## config.mk

```make
export PLATFORM = sky130hd
export DESIGN_NAME = edid_read_overlay
export DESIGN_NICKNAME = d
export VERILOG_FILES = /design/src/rtl/edid_ovl_pkg.sv /design/src/rtl/edid_ovl_decode.sv /design/src/rtl/edid_ovl_mux.sv /design/src/rtl/edid_ovl_outreg.sv /design/src/rtl/edid_read_overlay.sv
export SDC_FILE = /design/constraint.sdc
export NUM_CORES = 1
export LEC_CHECK = 0
export ABC_CLOCK_PERIOD_IN_PS = 800
export CAP_MARGIN = 15
export CORE_MARGIN = 8
export CORE_UTILIZATION = 35
export DETAILED_ROUTE_END_ITERATION = 10
export GPL_TIMING_DRIVEN = 1
export PLACE_DENSITY = 0.85
export RECOVER_POWER = 25
export SLEW_MARGIN = 20
export SYNTH_ARGS = -nofsm -noshare
export SYNTH_HDL_FRONTEND = slang
export SYNTH_HIERARCHICAL = 1
export SYNTH_SLANG_ARGS = --single-unit
```

## constraint.sdc

```tcl
create_clock -name clk -period 0.8 [get_ports clk]
set_input_delay 0.12 -clock clk [delete_from_list [all_inputs] [get_ports clk]]
set_output_delay 0.12 -clock clk [all_outputs]
set_load 0.02 [all_outputs]
```

## src/rtl/edid_ovl_pkg.sv

```systemverilog
package edid_ovl_pkg;

  localparam int EDID_AW  = 9;
  localparam int BLK_OFSW = 7;
  localparam int EDID_DW  = 8;

  typedef enum logic [1:0] {
    SRC_RAM   = 2'd0,
    SRC_PA_HI = 2'd1,
    SRC_PA_LO = 2'd2,
    SRC_CSUM  = 2'd3
  } src_sel_e;

  // Address of the low physical-address byte, wrapping over the image.
  function automatic logic [EDID_AW-1:0] pa_lo_addr(input logic [EDID_AW-1:0] loc);
    return loc + EDID_AW'(1);
  endfunction

  // Checksum byte of the block that contains loc.
  function automatic logic [EDID_AW-1:0] csum_addr(input logic [EDID_AW-1:0] loc);
    return {loc[EDID_AW-1:BLK_OFSW], {BLK_OFSW{1'b1}}};
  endfunction

endpackage

```

## src/rtl/edid_ovl_decode.sv

```systemverilog
module edid_ovl_decode
  import edid_ovl_pkg::*;
#(
  parameter int AW   = EDID_AW,
  parameter int OFSW = BLK_OFSW
) (
  input  logic [AW-1:0] rd_addr,
  input  logic [AW-1:0] pa_loc,
  output src_sel_e      sel,
  output logic          hit_csum,
  output logic          hit_hi,
  output logic          hit_lo
);

  localparam int BLKW = AW - OFSW;

  logic [BLKW-1:0] addr_blk, loc_blk;
  logic            addr_last;

  assign addr_blk  = rd_addr[AW-1:OFSW];
  assign loc_blk   = pa_loc[AW-1:OFSW];
  assign addr_last = &rd_addr[OFSW-1:0];

  assign hit_csum = addr_last && (addr_blk == loc_blk);
  assign hit_hi   = (rd_addr == pa_loc);
  assign hit_lo   = (rd_addr == AW'(pa_loc + AW'(1)));

  // The checksum wins over both address bytes.
  always_comb begin
    if (hit_csum)      sel = SRC_CSUM;
    else if (hit_hi)   sel = SRC_PA_HI;
    else if (hit_lo)   sel = SRC_PA_LO;
    else               sel = SRC_RAM;
  end

endmodule

```

## src/rtl/edid_ovl_mux.sv

```systemverilog
module edid_ovl_mux
  import edid_ovl_pkg::*;
#(
  parameter int DW = EDID_DW
) (
  input  src_sel_e        sel,
  input  logic [DW-1:0]   ram_data,
  input  logic [2*DW-1:0] pa_value,
  input  logic [DW-1:0]   port_csum,
  output logic [DW-1:0]   byte_out
);

  always_comb begin
    unique case (sel)
      SRC_PA_HI: byte_out = pa_value[2*DW-1:DW];
      SRC_PA_LO: byte_out = pa_value[DW-1:0];
      SRC_CSUM:  byte_out = port_csum;
      default:   byte_out = ram_data;
    endcase
  end

endmodule

```

## src/rtl/edid_ovl_outreg.sv

```systemverilog
module edid_ovl_outreg
  import edid_ovl_pkg::*;
#(
  parameter int DW = EDID_DW
) (
  input  logic          clk,
  input  logic          rst_n,
  input  logic          rd_strobe,
  input  logic          ovl_en,
  input  logic [DW-1:0] byte_in,
  output logic [DW-1:0] rd_data,
  output logic          rd_valid
);

  localparam logic [DW-1:0] IDLE_BYTE = {DW{1'b1}};

  logic take_byte;
  assign take_byte = rd_strobe && ovl_en;

  always_ff @(posedge clk or negedge rst_n) begin
    if (!rst_n) begin
      rd_valid <= 1'b0;
      rd_data  <= IDLE_BYTE;
    end else begin
      rd_valid <= take_byte;
      if (rd_strobe) rd_data <= ovl_en ? byte_in : IDLE_BYTE;
    end
  end


  dis_read_chk: assert property (@(posedge clk) disable iff (!rst_n)
    (rd_strobe && !ovl_en) |=> (!rd_valid && rd_data == IDLE_BYTE));


  valid_follow_chk: assert property (@(posedge clk) disable iff (!rst_n)
    1'b1 |=> (rd_valid == $past(rd_strobe && ovl_en)));


  hold_chk: assert property (@(posedge clk) disable iff (!rst_n)
    !rd_strobe |=> $stable(rd_data));

endmodule

```

## src/rtl/edid_read_overlay.sv

```systemverilog
module edid_read_overlay
  import edid_ovl_pkg::*;
#(
  parameter int AW   = EDID_AW,
  parameter int OFSW = BLK_OFSW,
  parameter int DW   = EDID_DW
) (
  input  logic            clk,
  input  logic            rst_n,
  input  logic            ovl_en,
  input  logic [AW-1:0]   pa_loc,
  input  logic [2*DW-1:0] pa_value,
  input  logic [DW-1:0]   port_csum,
  input  logic            rd_strobe,
  input  logic [AW-1:0]   rd_addr,
  output logic [AW-1:0]   ram_addr,
  input  logic [DW-1:0]   ram_data,
  output logic [DW-1:0]   rd_data,
  output logic            rd_valid
);

  src_sel_e      sel;
  logic          hit_csum, hit_hi, hit_lo;
  logic [DW-1:0] ovl_byte;

  assign ram_addr = rd_addr;

  edid_ovl_decode #(.AW(AW), .OFSW(OFSW)) u_decode (
    .rd_addr  (rd_addr),
    .pa_loc   (pa_loc),
    .sel      (sel),
    .hit_csum (hit_csum),
    .hit_hi   (hit_hi),
    .hit_lo   (hit_lo)
  );

  edid_ovl_mux #(.DW(DW)) u_mux (
    .sel       (sel),
    .ram_data  (ram_data),
    .pa_value  (pa_value),
    .port_csum (port_csum),
    .byte_out  (ovl_byte)
  );

  edid_ovl_outreg #(.DW(DW)) u_out (
    .clk       (clk),
    .rst_n     (rst_n),
    .rd_strobe (rd_strobe),
    .ovl_en    (ovl_en),
    .byte_in   (ovl_byte),
    .rd_data   (rd_data),
    .rd_valid  (rd_valid)
  );

  logic rd_live;
  assign rd_live = rd_strobe && ovl_en;


  csum_sub_chk: assert property (@(posedge clk) disable iff (!rst_n)
    (rd_live && rd_addr == csum_addr(pa_loc)) |=> (rd_data == $past(port_csum)));


  pa_hi_chk: assert property (@(posedge clk) disable iff (!rst_n)
    (rd_live && rd_addr == pa_loc && rd_addr != csum_addr(pa_loc))
      |=> (rd_data == $past(pa_value[2*DW-1:DW])));


  pa_lo_chk: assert property (@(posedge clk) disable iff (!rst_n)
    (rd_live && rd_addr == pa_lo_addr(pa_loc) && rd_addr != csum_addr(pa_loc))
      |=> (rd_data == $past(pa_value[DW-1:0])));


  pass_chk: assert property (@(posedge clk) disable iff (!rst_n)
    (rd_live && rd_addr != pa_loc && rd_addr != pa_lo_addr(pa_loc)
             && rd_addr != csum_addr(pa_loc))
      |=> (rd_data == $past(ram_data)));

endmodule

```

==> results of run 1 <==
## how the worst max path moves through the flow
stage / startpoint / to / slack (ps) / cells after the start
3_5_place_dp: rd_addr[8] / u_out/rd_data[5] / -1650 / 8
4_1_cts: pa_loc[7] / u_out/rd_data[5] / -940 / 8
3_3_place_gp: rd_addr[8] / u_out/rd_data[5] / -1570 / 8
6_report: pa_loc[0] / u_out/rd_data[5] / -920 / 10
2_1_floorplan: pa_loc[0] / u_out/rd_data[5] / -890 / 8
5_1_grt: pa_loc[0] / u_out/rd_data[7] / -1010 / 10
## power by group through the flow
stage / clock network (W) / logic [W] / registers, W
floorplan: 0 / 0.000303 / 0.000589
global placement: 0 / 0.000871 / 0.000539
detailed placement: 0 / 0.000895 / 0.000542
CTS: 0.000375 / 0.000906 / 0.000543
global route: 0.000395 / 0.000986 / 0.000546
finish: 0.000356 / 0.000922 / 0.000543
## placed cells by master, fill, tap and decap left out, types with 3 or more instances in the layout
cell type	count
inv_1	3
xnor2_1	5
nor4_2	4
nor2_1	7
nand2_1	3
clkbuf_4	3
buf_2	14
buf_4	23
clkdlybuf4s50_1	34
inv_2	5
dfstp_2	8
dlygate4sd2_1	4
mux4_2	8
xnor2_2	3
a31oi_1	5
xor2_2	3
clkdlybuf4s15_1	3
buf_6	12
## area by class of cell
class | instances | area (µm²) | share of cell area
inverters | 8 | 30.0 | 0.0155
multi-input cells | 69 | 756 | 0.389
clock buffers | 4 | 26.3 | 0.0135
well taps | 31 | 38.8 | 0.0200
flip-flops and latches | 9 | 235 | 0.121
repair buffers | 97 | 855 | 0.440
## per-layer routing
metal / share of wire / routed length [µm] / track usage / vias up
met5: 0 / 0 / 0 / -
met1: 0.42 / 1550 / 0.166 / 530
li1: - / - / - / 540
met4: 0.0057 / 21 / 0.0342 / 0
met2: 0.50 / 1840 / 0.264 / 62
met3: 0.082 / 304 / 0.0558 / 2
## per-stage QoR
step	util	hold WS [ps]	worst slack [ps]
5_1_grt	0.710	370	-1010
6_report	0.710	332	-919
2_1_floorplan	-	-176	-885
4_1_cts	0.703	174	-942
3_5_place_dp	0.681	460	-1650
3_3_place_gp	0.681	451	-1570
## sequential cells by signal (all words and copies together) (netlist names)
signal / flops
u_out/rd_valid: 1
u_out/rd_data: 8
## what timing repair did
action                                  in CTS  in global routing
endpoints found under the setup margin      26                 20
buffers inserted                             1                  1
pin swaps                                   16                  9
resized for setup                          151                 19
==> key figures, run 1 <==
Worst setup path
  – Cells on worst reg2reg path: 3
  – Crit. End Element: flop
  – Crit-path max cell delay: 300 ps
  – Crit path DAT: 1910 ps
  – Buf+Inv Stages, Crit Path: 3
  – Worst path required time: 990 ps
  – Crit path cell chain: buf_8, ha_4, buf_6, xnor2_2, a22oi_1, o2111ai_1, o31ai_1, buf_4, mux4_2, o22a_1
  – CP startpoint kind: primary input
  – Critical path's top delay family: compound AO/OA/AOI/OAI gates
  – Reg2reg setup slack: -70 ps
  – CP Class: in2reg
  – R2r startpoint: u_out/rd_data[2]
  – CP Max Fanout: 8
  – Reg2reg end: u_out/rd_data[2]
  – Worst path slowest cell: mux4_2

Routing
  – Drt total wl: 3710 µm
  – DRT antenna net count: 0
  – Via count: 1,134
  – # DRC: 0
  – Vias per inst: 5.20
  – Iteration-0 DRC Markers: 58
  – Routed len/inst: 17.0 µm
  – DRT Pass-1 Iters: 4

Place
  – Final weighted congestion of routability-driven global placement: 0.900
  – Port Buf Inserts: 71
  – Dpl cells: 212
  – HPWL Detailed: 3190 µm
  – Dpl cell area: 0.00186 mm²

Pwr
  – Post-layout power: 0.00182 W
  – Internal: 0.00125 W
  – Combinational share of power: 0.506
  – Power density over cell area: 938 mW/mm²
  – Leakage: 0.775 nW
  – Peak supply drop: 790 µV
  – Sw power: 0.000575 W
  – Flop pwr share: 0.298
  – Clock power frac: 0.196
  – Switching fraction of total power: 0.316

STA
  – Worst Clk Skew: 0 ps
  – Setup Viol. Count Final: 17
  – Worst slew margin: 0.664
  – Fin crit share: 2.15
  – Setup TNS: -9030 ps
  – Final Hold Vio Count: 0
  – Final Max Slew Viols: 0
  – Max Clk Rate: 0.582 GHz
  – Worst Setup Slack, final: -919 ps
  – Worst Tran Pin Value: 504 ps
  – Final Critical Period: 1720 ps
  – RSZ-0062 raised after global routing: yes

Logic synthesis
  – Syn nets: 154
  – Synthesized instance count: 99
  – Synthesized area: 995 µm²
  – Yosys warns: 6
  – Syn_area_per_cell: 10.0 µm²

Final layout
  – Area Growth Syn to Fin: 95.1%
  – Fill cells: 219
  – Diode count: 0
  – Fin nets: 243
  – Final Cell Area: 0.00194 mm²
  – Share of cells above drive strength 1: 0.524
  – Layout Cells excl Fill: 218

GRT
  – Largest net degree at the start of global routing: 10
  – First-pass GRT wire length: 6040 µm
  – Vias in the first global route: 1,259
  – GRT Total Usage: 0.150
  – GR Overflow Total: 0
  – Initial antenna violation count: 0

Clock network
  – Num CTS Buffers: 3
  – Worst skew pair latency: 260 ps
  – CTS tree: built
  – H-tree levels: 1
  – Clock Root Buffer: clkbuf_4
  – Worst-case clock buffer depth: 2
  – Worst-path clk slew: 60 ps
  – Clk sinks: 9
  – Hold Buf Count CTS: 0

Outcome
  – Status: complete, but fails checks
  – Failing checks: setup timing

Die
  – Die Y: 69.3 µm
  – # rows: 19
  – Initial Util: 0.364
  – Die footprint: 0.00480 mm²
  – I/O Pins: 72
  – Core Box Area: 0.00273 mm²
  – Width of the die: 69.3 µm

Hold path
  – HP Class: in2async

Job
  – Max_cap viols: 0
(Power assumes the default switching activity.)
==> run 2, diff against run 1 <==
--- a/config.mk
+++ b/config.mk
@@ -9,6 +9,7 @@
 export CAP_MARGIN = 15
 export CORE_MARGIN = 8
 export CORE_UTILIZATION = 35
+export CTS_CLUSTER_SIZE = 30
 export DETAILED_ROUTE_END_ITERATION = 10
 export GPL_TIMING_DRIVEN = 1
 export PLACE_DENSITY = 0.85
==> results of run 2 <==
Same layout as run 1: the final DEF is identical, and so are final timing and power.
